### src/rtl/sram_bridge_pkg.sv
package sram_bridge_pkg;

  typedef enum logic [2:0] {
    PH_IDLE,
    PH_TURN,
    PH_READ,
    PH_STROBE,
    PH_RECOVER,
    PH_DONE
  } phase_t;

  // round a nanosecond limit up to whole clock periods given in picoseconds
  function automatic int unsigned ns_to_cycles(input int unsigned ns,
                                               input int unsigned clk_ps);
    return (ns * 1000 + clk_ps - 1) / clk_ps;
  endfunction

  function automatic int unsigned max2(input int unsigned a, input int unsigned b);
    return (a > b) ? a : b;
  endfunction

endpackage

### src/rtl/sram_bridge_fsm.sv
module sram_bridge_fsm
  import sram_bridge_pkg::*;
#(
  parameter int unsigned ADDR_W   = 18,
  parameter int unsigned DATA_W   = 16,
  parameter int unsigned LANES    = 2,
  parameter int unsigned RD_CYC   = 6,
  parameter int unsigned WE_CYC   = 5,
  parameter int unsigned REC_CYC  = 1,
  parameter int unsigned TURN_CYC = 2,
  parameter int unsigned CNT_W    = 3
) (
  input  logic              clk,
  input  logic              rst_n,
  input  logic              req_valid,
  input  logic              req_write,
  input  logic [ADDR_W-1:0] req_addr,
  input  logic [DATA_W-1:0] req_wdata,
  input  logic [LANES-1:0]  req_be,
  output logic              req_ready,
  output logic              rsp_valid,
  output logic              capture,
  output phase_t            phase_d,
  output logic [ADDR_W-1:0] addr_d,
  output logic [DATA_W-1:0] wdata_d,
  output logic [LANES-1:0]  be_d,
  output logic [LANES-1:0]  be_q
);

  phase_t            phase_q;
  logic [CNT_W-1:0]  cnt_q, cnt_d;
  logic              turn_q, turn_d;
  logic [ADDR_W-1:0] addr_q;
  logic [DATA_W-1:0] wdata_q;

  localparam logic [CNT_W-1:0] LD_RD   = CNT_W'(RD_CYC - 1);
  localparam logic [CNT_W-1:0] LD_WE   = CNT_W'(WE_CYC - 1);
  localparam logic [CNT_W-1:0] LD_REC  = CNT_W'(REC_CYC - 1);
  localparam logic [CNT_W-1:0] LD_TURN = CNT_W'(TURN_CYC - 1);

  logic cnt_zero;
  assign cnt_zero = (cnt_q == '0);

  always_comb begin
    phase_d = phase_q;
    cnt_d   = cnt_zero ? cnt_q : cnt_q - 1'b1;
    turn_d  = turn_q;
    addr_d  = addr_q;
    wdata_d = wdata_q;
    be_d    = be_q;
    unique case (phase_q)
      PH_IDLE: begin
        if (req_valid) begin
          addr_d  = req_addr;
          wdata_d = req_wdata;
          be_d    = req_be;
          if (!req_write) begin
            phase_d = PH_READ;
            cnt_d   = LD_RD;
          end else if (turn_q) begin
            phase_d = PH_TURN;
            cnt_d   = LD_TURN;
          end else begin
            phase_d = PH_STROBE;
            cnt_d   = LD_WE;
          end
        end
      end
      PH_TURN: begin
        if (cnt_zero) begin
          phase_d = PH_STROBE;
          cnt_d   = LD_WE;
        end
      end
      PH_READ: begin
        if (cnt_zero) begin
          phase_d = PH_DONE;
          turn_d  = 1'b1;
        end
      end
      PH_STROBE: begin
        if (cnt_zero) begin
          phase_d = PH_RECOVER;
          cnt_d   = LD_REC;
        end
      end
      PH_RECOVER: begin
        if (cnt_zero) begin
          phase_d = PH_DONE;
          turn_d  = 1'b0;
        end
      end
      PH_DONE:  phase_d = PH_IDLE;
      default:  phase_d = PH_IDLE;
    endcase
  end

  always_ff @(posedge clk or negedge rst_n) begin
    if (!rst_n) begin
      phase_q <= PH_IDLE;
      cnt_q   <= '0;
      turn_q  <= 1'b0;
      addr_q  <= '0;
      wdata_q <= '0;
      be_q    <= '0;
    end else begin
      phase_q <= phase_d;
      cnt_q   <= cnt_d;
      turn_q  <= turn_d;
      addr_q  <= addr_d;
      wdata_q <= wdata_d;
      be_q    <= be_d;
    end
  end

  assign req_ready = (phase_q == PH_IDLE);
  assign rsp_valid = (phase_q == PH_DONE);
  assign capture   = (phase_q == PH_READ) && cnt_zero;

endmodule

### src/rtl/sram_bridge_pins.sv
module sram_bridge_pins
  import sram_bridge_pkg::*;
#(
  parameter int unsigned ADDR_W = 18,
  parameter int unsigned DATA_W = 16,
  parameter int unsigned LANES  = 2
) (
  input  logic              clk,
  input  logic              rst_n,
  input  phase_t            phase_d,
  input  logic [ADDR_W-1:0] addr_d,
  input  logic [DATA_W-1:0] wdata_d,
  input  logic [LANES-1:0]  be_d,
  output logic [ADDR_W-1:0] mem_addr,
  output logic              mem_cs_n,
  output logic              mem_cs,
  output logic [LANES-1:0]  mem_lane_n,
  output logic              mem_we_n,
  output logic              mem_oe_n,
  output logic [DATA_W-1:0] mem_dq_o,
  output logic              mem_dq_oe
);

  localparam int unsigned LANE_W = DATA_W / LANES;

  logic active, reading, strobing, driving;

  // decode of the phase the controller enters on the next edge
  always_comb begin
    reading  = (phase_d == PH_READ);
    strobing = (phase_d == PH_STROBE);
    driving  = strobing || (phase_d == PH_RECOVER);
    active   = reading || driving;
  end

  always_ff @(posedge clk or negedge rst_n) begin
    if (!rst_n) begin
      mem_addr  <= '0;
      mem_cs_n  <= 1'b1;
      mem_cs    <= 1'b0;
      mem_we_n  <= 1'b1;
      mem_oe_n  <= 1'b1;
      mem_dq_oe <= 1'b0;
    end else begin
      mem_addr  <= addr_d;
      mem_cs_n  <= !active;
      mem_cs    <= active;
      mem_we_n  <= !strobing;
      mem_oe_n  <= !reading;
      mem_dq_oe <= driving;
    end
  end

  for (genvar g = 0; g < LANES; g++) begin : g_lane
    always_ff @(posedge clk or negedge rst_n) begin
      if (!rst_n) begin
        mem_lane_n[g]                 <= 1'b1;
        mem_dq_o[g*LANE_W +: LANE_W]  <= '0;
      end else begin
        mem_lane_n[g]                 <= !(active && be_d[g]);
        mem_dq_o[g*LANE_W +: LANE_W]  <= wdata_d[g*LANE_W +: LANE_W];
      end
    end
  end

endmodule

### src/rtl/sram_bridge_rcap.sv
module sram_bridge_rcap #(
  parameter int unsigned DATA_W = 16,
  parameter int unsigned LANES  = 2
) (
  input  logic              clk,
  input  logic              rst_n,
  input  logic              capture,
  input  logic [LANES-1:0]  be_q,
  input  logic [DATA_W-1:0] mem_dq_i,
  output logic [DATA_W-1:0] rsp_rdata
);

  localparam int unsigned LANE_W = DATA_W / LANES;

  for (genvar g = 0; g < LANES; g++) begin : g_lane
    always_ff @(posedge clk or negedge rst_n) begin
      if (!rst_n) begin
        rsp_rdata[g*LANE_W +: LANE_W] <= '0;
      end else if (capture) begin
        rsp_rdata[g*LANE_W +: LANE_W] <= be_q[g] ? mem_dq_i[g*LANE_W +: LANE_W]
                                                 : '0;
      end
    end
  end

endmodule

### src/rtl/sram_bridge.sv
module sram_bridge
  import sram_bridge_pkg::*;
#(
  parameter int unsigned ADDR_W   = 18,
  parameter int unsigned DATA_W   = 16,
  parameter int unsigned CLK_PS   = 10000,
  parameter int unsigned T_RC_NS  = 55,
  parameter int unsigned T_AA_NS  = 55,
  parameter int unsigned T_OE_NS  = 30,
  parameter int unsigned T_WC_NS  = 55,
  parameter int unsigned T_WP_NS  = 45,
  parameter int unsigned T_AW_NS  = 50,
  parameter int unsigned T_DS_NS  = 25,
  parameter int unsigned T_OFF_NS = 20
) (
  input  logic              clk,
  input  logic              rst_n,
  input  logic              req_valid,
  output logic              req_ready,
  input  logic              req_write,
  input  logic [ADDR_W-1:0] req_addr,
  input  logic [DATA_W-1:0] req_wdata,
  input  logic [DATA_W/8-1:0] req_be,
  output logic              rsp_valid,
  output logic [DATA_W-1:0] rsp_rdata,
  output logic [ADDR_W-1:0] mem_addr,
  output logic              mem_cs_n,
  output logic              mem_cs,
  output logic [DATA_W/8-1:0] mem_lane_n,
  output logic              mem_we_n,
  output logic              mem_oe_n,
  output logic [DATA_W-1:0] mem_dq_o,
  output logic              mem_dq_oe,
  input  logic [DATA_W-1:0] mem_dq_i
);

  localparam int unsigned LANES    = DATA_W / 8;
  localparam int unsigned RD_CYC   = max2(max2(ns_to_cycles(T_RC_NS, CLK_PS),
                                               ns_to_cycles(T_AA_NS, CLK_PS)),
                                          max2(ns_to_cycles(T_OE_NS, CLK_PS), 1));
  localparam int unsigned WE_CYC   = max2(max2(ns_to_cycles(T_WP_NS, CLK_PS),
                                               ns_to_cycles(T_AW_NS, CLK_PS)),
                                          max2(ns_to_cycles(T_DS_NS, CLK_PS), 1));
  localparam int unsigned WC_CYC   = ns_to_cycles(T_WC_NS, CLK_PS);
  localparam int unsigned REC_CYC  = (WC_CYC > WE_CYC + 1) ? WC_CYC - WE_CYC : 1;
  localparam int unsigned TURN_CYC = max2(ns_to_cycles(T_OFF_NS, CLK_PS), 1);
  localparam int unsigned CNT_MAX  = max2(max2(RD_CYC, WE_CYC), max2(REC_CYC, TURN_CYC));
  localparam int unsigned CNT_W    = $clog2(CNT_MAX + 1);

  phase_t            phase_d;
  logic [ADDR_W-1:0] addr_d;
  logic [DATA_W-1:0] wdata_d;
  logic [LANES-1:0]  be_d, be_q;
  logic              capture;

  sram_bridge_fsm #(
    .ADDR_W(ADDR_W), .DATA_W(DATA_W), .LANES(LANES),
    .RD_CYC(RD_CYC), .WE_CYC(WE_CYC), .REC_CYC(REC_CYC),
    .TURN_CYC(TURN_CYC), .CNT_W(CNT_W)
  ) fsm_i (
    .clk(clk), .rst_n(rst_n),
    .req_valid(req_valid), .req_write(req_write), .req_addr(req_addr),
    .req_wdata(req_wdata), .req_be(req_be),
    .req_ready(req_ready), .rsp_valid(rsp_valid), .capture(capture),
    .phase_d(phase_d), .addr_d(addr_d), .wdata_d(wdata_d),
    .be_d(be_d), .be_q(be_q)
  );

  sram_bridge_pins #(
    .ADDR_W(ADDR_W), .DATA_W(DATA_W), .LANES(LANES)
  ) pins_i (
    .clk(clk), .rst_n(rst_n),
    .phase_d(phase_d), .addr_d(addr_d), .wdata_d(wdata_d), .be_d(be_d),
    .mem_addr(mem_addr), .mem_cs_n(mem_cs_n), .mem_cs(mem_cs),
    .mem_lane_n(mem_lane_n), .mem_we_n(mem_we_n), .mem_oe_n(mem_oe_n),
    .mem_dq_o(mem_dq_o), .mem_dq_oe(mem_dq_oe)
  );

  sram_bridge_rcap #(
    .DATA_W(DATA_W), .LANES(LANES)
  ) rcap_i (
    .clk(clk), .rst_n(rst_n), .capture(capture), .be_q(be_q),
    .mem_dq_i(mem_dq_i), .rsp_rdata(rsp_rdata)
  );

endmodule

### config.mk
export PLATFORM = sky130hd
export DESIGN_NAME = sram_bridge
export DESIGN_NICKNAME = d
export VERILOG_FILES = /design/src/rtl/sram_bridge_pkg.sv /design/src/rtl/sram_bridge_fsm.sv /design/src/rtl/sram_bridge_pins.sv /design/src/rtl/sram_bridge_rcap.sv /design/src/rtl/sram_bridge.sv
export SDC_FILE = /design/constraint.sdc
export NUM_CORES = 1
export LEC_CHECK = 0
export CORE_MARGIN = 3
export CORE_UTILIZATION = 39
export CTS_CLUSTER_DIAMETER = 60
export CTS_CLUSTER_SIZE = 28
export DETAILED_ROUTE_END_ITERATION = 6
export GPL_TIMING_DRIVEN = 0
export PLACE_DENSITY = 0.85
export RECOVER_POWER = 50
export SLEW_MARGIN = 20
export SYNTH_ARGS = -nofsm -noshare
export SYNTH_HDL_FRONTEND = slang
export SYNTH_SLANG_ARGS = --single-unit
### constraint.sdc
create_clock -name clk -period 1.7 [get_ports clk]
set_input_delay 0.34 -clock clk [delete_from_list [all_inputs] [get_ports clk]]
set_output_delay 0.34 -clock clk [all_outputs]
set_load 0.02 [all_outputs]
==> flow_summary.toml, run 1 <==
[logic_synthesis]
ys_seq_area_share_pct = 59.2
yosys.cell_types.count = 37
syn_area_per_cell_um2 = 12.2
syn_area_um2 = 2800
async_flop_share_pct = 100
synth_edf_count = 0
syn-num-nets = 289
dominantRegCellSynth = "dfrtp_1"
yosysWarnings = 0
ys_ff_latch = 66
synthCells = 230

[worst_setup_path]
cp-endpoint = "rcap_i.rsp_rdata[15]"
startpoint = "fsm_i.cnt_q[0]"
reg2reg_setup_slack_ns = -0.08
startpoint_type = "flip-flop"
path_class = "flip-flop to flip-flop"
arrival_ns = 2.00
reg2reg_to = "rcap_i.rsp_rdata[15]"
timing.rr.start = "fsm_i.cnt_q[0]"
reg2reg_depth = 8
endpoint_kind = "flip-flop"
worst-path-max-fanout = 10
cp.required_ns = 1.92

[clock_network]
cts_tree = "done"
cts_sinks = 66
cts_buffers = 9
clock_path_buffers = 2
clock_latency_ns = 0.33
clk_pin_slew_worst_paths_ns = 0.06
cts_root_buf = "clkbuf_8"
htreeDepth = 3

[timing]
post-route-period-util_pct = 105
tightestPinTransition_ns = 0.642
rsz0062_at_grt = "yes"
setup_violations = 17
fin_ws_ns = -0.0767
maxSlewViolCount = 0
period_needed_ns = 1.78
setup_tns_ns = -0.955
skew_ns = 0.00700
hold_viol = 0
relSlewSlack_pct = 57.2
clock.fmax_ghz = 0.563

[floorplan]
core_um2 = 6870
initial_core_util_pct = 40.7
dieArea_um2 = 8230
fp.dieW_um = 90.7
pin_count = 115
die_y_um = 90.7
num_rows = 30

[global_routing]
grt_pass1_vias = 2378
grt_max_degree = 42
grt_pass1_wl_mm = 11.5
grt_usage_pct = 17.9
antenna_found_initial = 0
grt_overflow = 0

[layout]
drive_gt1_share_pct = 32.2
fin_cells = 462
syn2layout_area_growth_pct = 56.3
fin_area_um2 = 4370
final_common_cell = "clkdlybuf4s50_1"
layout.nets = 420
layout_common_cells = "clkdlybuf4s50_1, dfrtp_1, mux2_2"
postLayoutCoreUtil_pct = 63.7
diodes = 0

[route]
drc = 0
wirelength_mm = 7.17
drt-initial-drc-count = 81
via_count = 2218
postRouteAntennaNets = 0
wire_per_inst_um = 15.5
via_per_inst = 4.80
dr.pass1.iters = 6

[power_and_ir_drop]
p_leak_nw = 1.88
vdd_drop_max_mv = 0.906
power_mw = 8.51
p_per_area_nw_per_um2 = 1950

[worst_hold_path]
min_from = "rcap_i.rsp_rdata[13]"
hp-class = "flip-flop to flip-flop"

[run_status]
status = "finished, violations left"
violations = "negative setup slack"

[place]
place.gp.congestion = 0.849
hpwl_mm = 5.15
place_area_um2 = 4080
place_inst = 441
portBuffers = 114

[run]
drv_cap = 0
## report_power, final
part,internal [mW],switching [mW]
registers,2.39,0.450
logic,2.01,2.18
clock network,0.907,0.585
total,5.30,3.21
## cells by family after synthesis
kind of cell               share of synthesized area, %
DFF                                                59.2
buffers and inverters                              4.47
adders and majority gates                          1.34
AOI/OAI and AO/OA                                  10.1
and+or+nand+nor                                    10.4
muxes                                              14.5
## repair_timing
action	CTS	global route
buffers inserted	7	0
gates cloned	0	0
resized for setup	49	27
hold buffers	1	0
endpoints found under the hold margin	22	0
endpoints found under the setup margin	65	60
pin swaps	3	2
## routing by layer
| metal | global-route usage [%] | share of wire, % | up-vias |
|---|---|---|---|
| li1 | - | - | 1043 |
| met1 | 20.0 | 38 | 1067 |
| met2 | 31.4 | 53 | 99 |
| met3 | 5.83 | 7.8 | 9 |
| met4 | 6.89 | 1.5 | 0 |
| met5 | 0 | 0 | - |
## cells in the mapped netlist, types with 2 or more instances
| cell | number | area share (%) |
|---|---|---|
| mux2_2 | 36 | 14 |
| nand2_1 | 44 | 5.9 |
| o21ai_1 | 2 | 0.36 |
| buf_6 | 3 | 1.2 |
| o21ai_0 | 3 | 0.54 |
| dfstp_2 | 5 | 4.7 |
| buf_1 | 2 | 0.27 |
| a211oi_1 | 2 | 0.54 |
| nor2_1 | 6 | 0.80 |
| nor2b_1 | 2 | 0.45 |
| inv_1 | 6 | 0.80 |
| buf_4 | 2 | 0.54 |
| a21oi_1 | 5 | 0.89 |
| clkbuf_1 | 6 | 0.80 |
| o21ai_2 | 14 | 4.4 |
| dfrtp_1 | 61 | 55 |
| nor3_1 | 3 | 0.54 |
| buf_2 | 4 | 0.72 |
| nand3b_1 | 2 | 0.54 |
| ha_1 | 3 | 1.3 |
| o31ai_1 | 3 | 0.80 |
## worst min-delay path by stage
| stage | depth (start not counted) | slack, ns | to |
|---|---|---|---|
| floorplan | 0 | 0.04 | fsm_i.be_q[0] |
| global placement | 2 | 0.46 | rcap_i.rsp_rdata[14] |
| detailed placement | 1 | 0.28 | pins_i.mem_addr[17] |
| CTS | 2 | 0.45 | pins_i.mem_addr[17] |
| global route | 2 | 0.50 | rcap_i.rsp_rdata[8] |
| finish | 2 | 0.48 | rcap_i.rsp_rdata[13] |
## critical path, cell delays in order, from the launching register on
cell and delay, ns:
dfrtp_1 0.39, inv_2 0.10, ha_4 0.13, nor2b_4 0.15, inv_2 0.05, or4b_4 0.54, buf_8 0.18, nand2_2 0.07
o21ai_2 0.05
## through the flow
step / setup slack (ns) / hold WS [ns]
after floorplan: -0.0707 / 0.0444
after global placement: -1.85 / 0.462
after detailed placement: -0.598 / 0.278
after CTS: -0.112 / 0.449
after global routing: -0.128 / 0.501
final: -0.0767 / 0.484
## flip-flops by register name, indices dropped and copies added (netlist names)
name,flops
pins_i.mem_cs,1
pins_i.mem_dq_o,14
pins_i.mem_we_n,1
pins_i.mem_lane_n,2
pins_i.mem_addr,18
rcap_i.rsp_rdata,16
fsm_i.wdata_q,2
pins_i.mem_dq_oe,1
fsm_i.phase_q,3
pins_i.mem_oe_n,1
fsm_i.cnt_q,3
fsm_i.turn_q,1
fsm_i.be_q,2
pins_i.mem_cs_n,1
## final cells by class
type	count	area [µm²]
inverters	7	26.3
fillers	572	2490
flip-flops and latches	66	1660
well taps	96	120
plain buffers	14	139
multi-input cells	140	1090
clock inverters	4	73.8
clock buffers	12	155
repair buffers	123	1110
(Power assumes the default switching activity.)
==> run 2: changes to the inputs <==
SETUP_SLACK_MARGIN = 0.1   (was not set)
==> run 2 against run 1 <==
Compared with the run above: the run still ends with negative setup slack left; count of clock-buffer cells in the layout increased by 1; clock skew grew 0.0049 ns; power is 9.7% higher; wire length rose by 12%; flip-flop and latch count stayed put; clock power is 11% lower; design area up 14%; critical path depth increased by 1; setup slack got worse by 0.044 ns; die area unchanged; sequential power about the same; core utilization rose by 9.1 points; critical endpoint is now rcap_i.rsp_rdata[14]; largest power group unchanged; highest routed layer unchanged.
==> flow_summary.toml, run 2 (synthesized netlist as in run 1, its figures left out) <==
[route]
drc = 0
drt-initial-drc-count = 75
dr.pass1.iters = 4
via_count = 2418
wirelength_mm = 8.04
via_per_inst = 4.93
wire_per_inst_um = 16.4
postRouteAntennaNets = 0

[global_routing]
grt_max_degree = 39
grt_overflow = 0
grt_pass1_wl_mm = 12.5
grt_usage_pct = 18.7
grt_pass1_vias = 2463
antenna_found_initial = 0

[clock_network]
cts_buffers = 9
htreeDepth = 3
clock_latency_ns = 0.33
cts_sinks = 66
cts_root_buf = "clkbuf_8"
clk_pin_slew_worst_paths_ns = 0.07
cts_tree = "done"
clock_path_buffers = 2

[layout]
final_common_cell = "dfrtp_1"
largestRegisters = "pins_i.mem_addr x18, rcap_i.rsp_rdata x16, pins_i.mem_dq_o x14"
layout_common_cells = "dfrtp_1, dlygate4sd2_1, clkdlybuf4s50_1"
syn2layout_area_growth_pct = 78.7
largest_reg_flops = 18
diodes = 0
fin_area_um2 = 5000
drive_gt1_share_pct = 40.1
top_register = "pins_i.mem_addr"
fill_cells = 481
layout.nets = 448

[run]
drv_cap = 0

[power_and_ir_drop]
p_leak_nw = 2.28
vdd_drop_max_mv = 0.888
p_per_area_nw_per_um2 = 1870

[run_status]
status = "finished, violations left"
violations = "negative setup slack"

[timing]
hold_viol = 0
whs_ns = 0.484
skew_ns = 0.0119
fin_ws_ns = -0.121
setup_violations = 18
period_needed_ns = 1.82
tightestPinTransition_ns = 0.726
setup_tns_ns = -1.63
rsz0062_at_grt = "yes"
maxSlewViolCount = 0
clock.fmax_ghz = 0.549
relSlewSlack_pct = 51.6
post-route-period-util_pct = 107

[floorplan]
fp.dieW_um = 90.7
num_rows = 30
die_y_um = 90.7
core_um2 = 6870
dieArea_um2 = 8230
initial_core_util_pct = 40.7
pin_count = 115

[place]
place_area_um2 = 4090
place_ws_ns = -0.518
hpwl_mm = 4.80
portBuffers = 114
place.gp.congestion = 0.783

[worst_setup_path]
worst-path-max-fanout = 6
startpoint_type = "flip-flop"
path_class = "flip-flop to flip-flop"
cp.required_ns = 1.91
reg2reg_to = "rcap_i.rsp_rdata[14]"
reg2reg_depth = 9
reg2reg_setup_slack_ns = -0.12
endpoint_kind = "flip-flop"
arrival_ns = 2.03
timing.rr.start = "fsm_i.cnt_q[1]"

[worst_hold_path]
min_from = "rcap_i.rsp_rdata[9]"
hp-class = "flip-flop to flip-flop"
min_path_cells = 2
min_to = "rcap_i.rsp_rdata[9]"
-- run 2: final cells by class --
class / instances / area [µm²] / area share, %
tap: 96 / 120 / 2.40
buffer: 16 / 208 / 4.15
inverter: 7 / 26.3 / 0.525
clock inverter: 3 / 40.0 / 0.800
clock buffer: 13 / 159 / 3.18
multi-input combinational: 140 / 1330 / 26.7
sequential: 66 / 1660 / 33.2
timing repair buffer: 149 / 1460 / 29.1
-- run 2: metrics by stage --
| step | total power [mW] | std cells | utilization [%] |
|---|---|---|---|
| global placement | 6.90 | 440 | 59.2 |
| global route | 9.85 | 490 | 72.8 |
| floorplan | 5.11 | 230 | - |
| detailed placement | 7.05 | 441 | 59.5 |
| finish | 9.34 | 490 | 72.8 |
| CTS | 8.84 | 478 | 69.8 |
-- run 2: layer usage --
metal / part of all wire, % / vias up / track usage (%)
met5: 0 / - / 0
met4: 1.2 / 0 / 7.40
met1: 39 / 1189 / 23.8
li1: - / 1106 / -
met3: 7.6 / 10 / 4.33
met2: 52 / 113 / 30.9
-- run 2: where the power goes --
| part | switching (mW) | internal, mW |
|---|---|---|
| Sequential | 0.446 | 2.39 |
| Combinational | 2.55 | 2.63 |
| Clock | 0.573 | 0.755 |
-- run 2: how the worst max path moves through the flow --
stage / from / end / cells past startpoint
final: fsm_i.cnt_q[1] / rcap_i.rsp_rdata[14] / 9
after global routing: fsm_i.cnt_q[1] / rcap_i.rsp_rdata[14] / 9
after CTS: fsm_i.cnt_q[1] / rcap_i.rsp_rdata[10] / 9
after detailed placement: req_valid / pins_i.mem_dq_o[2] / 5
after global placement: rst_n / fsm_i.wdata_q[7] / 1
after floorplan: fsm_i.cnt_q[1] / rcap_i.rsp_rdata[2] / 9
-- run 2: repair_timing --
| item | CTS | global route |
|---|---|---|
| buffers inserted | 17 | 12 |
| hold buffers | 1 | 0 |
| gates resized for setup | 163 | 40 |
| gates cloned | 4 | 1 |
| hold endpoints to repair | 25 | 0 |
| pin swaps | 17 | 24 |
| setup endpoints to repair | 120 | 66 |
-- run 2: critical path, cell delays in order, from the launching register on --
cell	delay, ns
dfrtp_1	0.39
inv_2	0.08
ha_4	0.13
nor2b_4	0.15
inv_2	0.05
or4b_4	0.49
buf_8	0.16
buf_6	0.14
nand2_2	0.07
o21ai_2	0.05
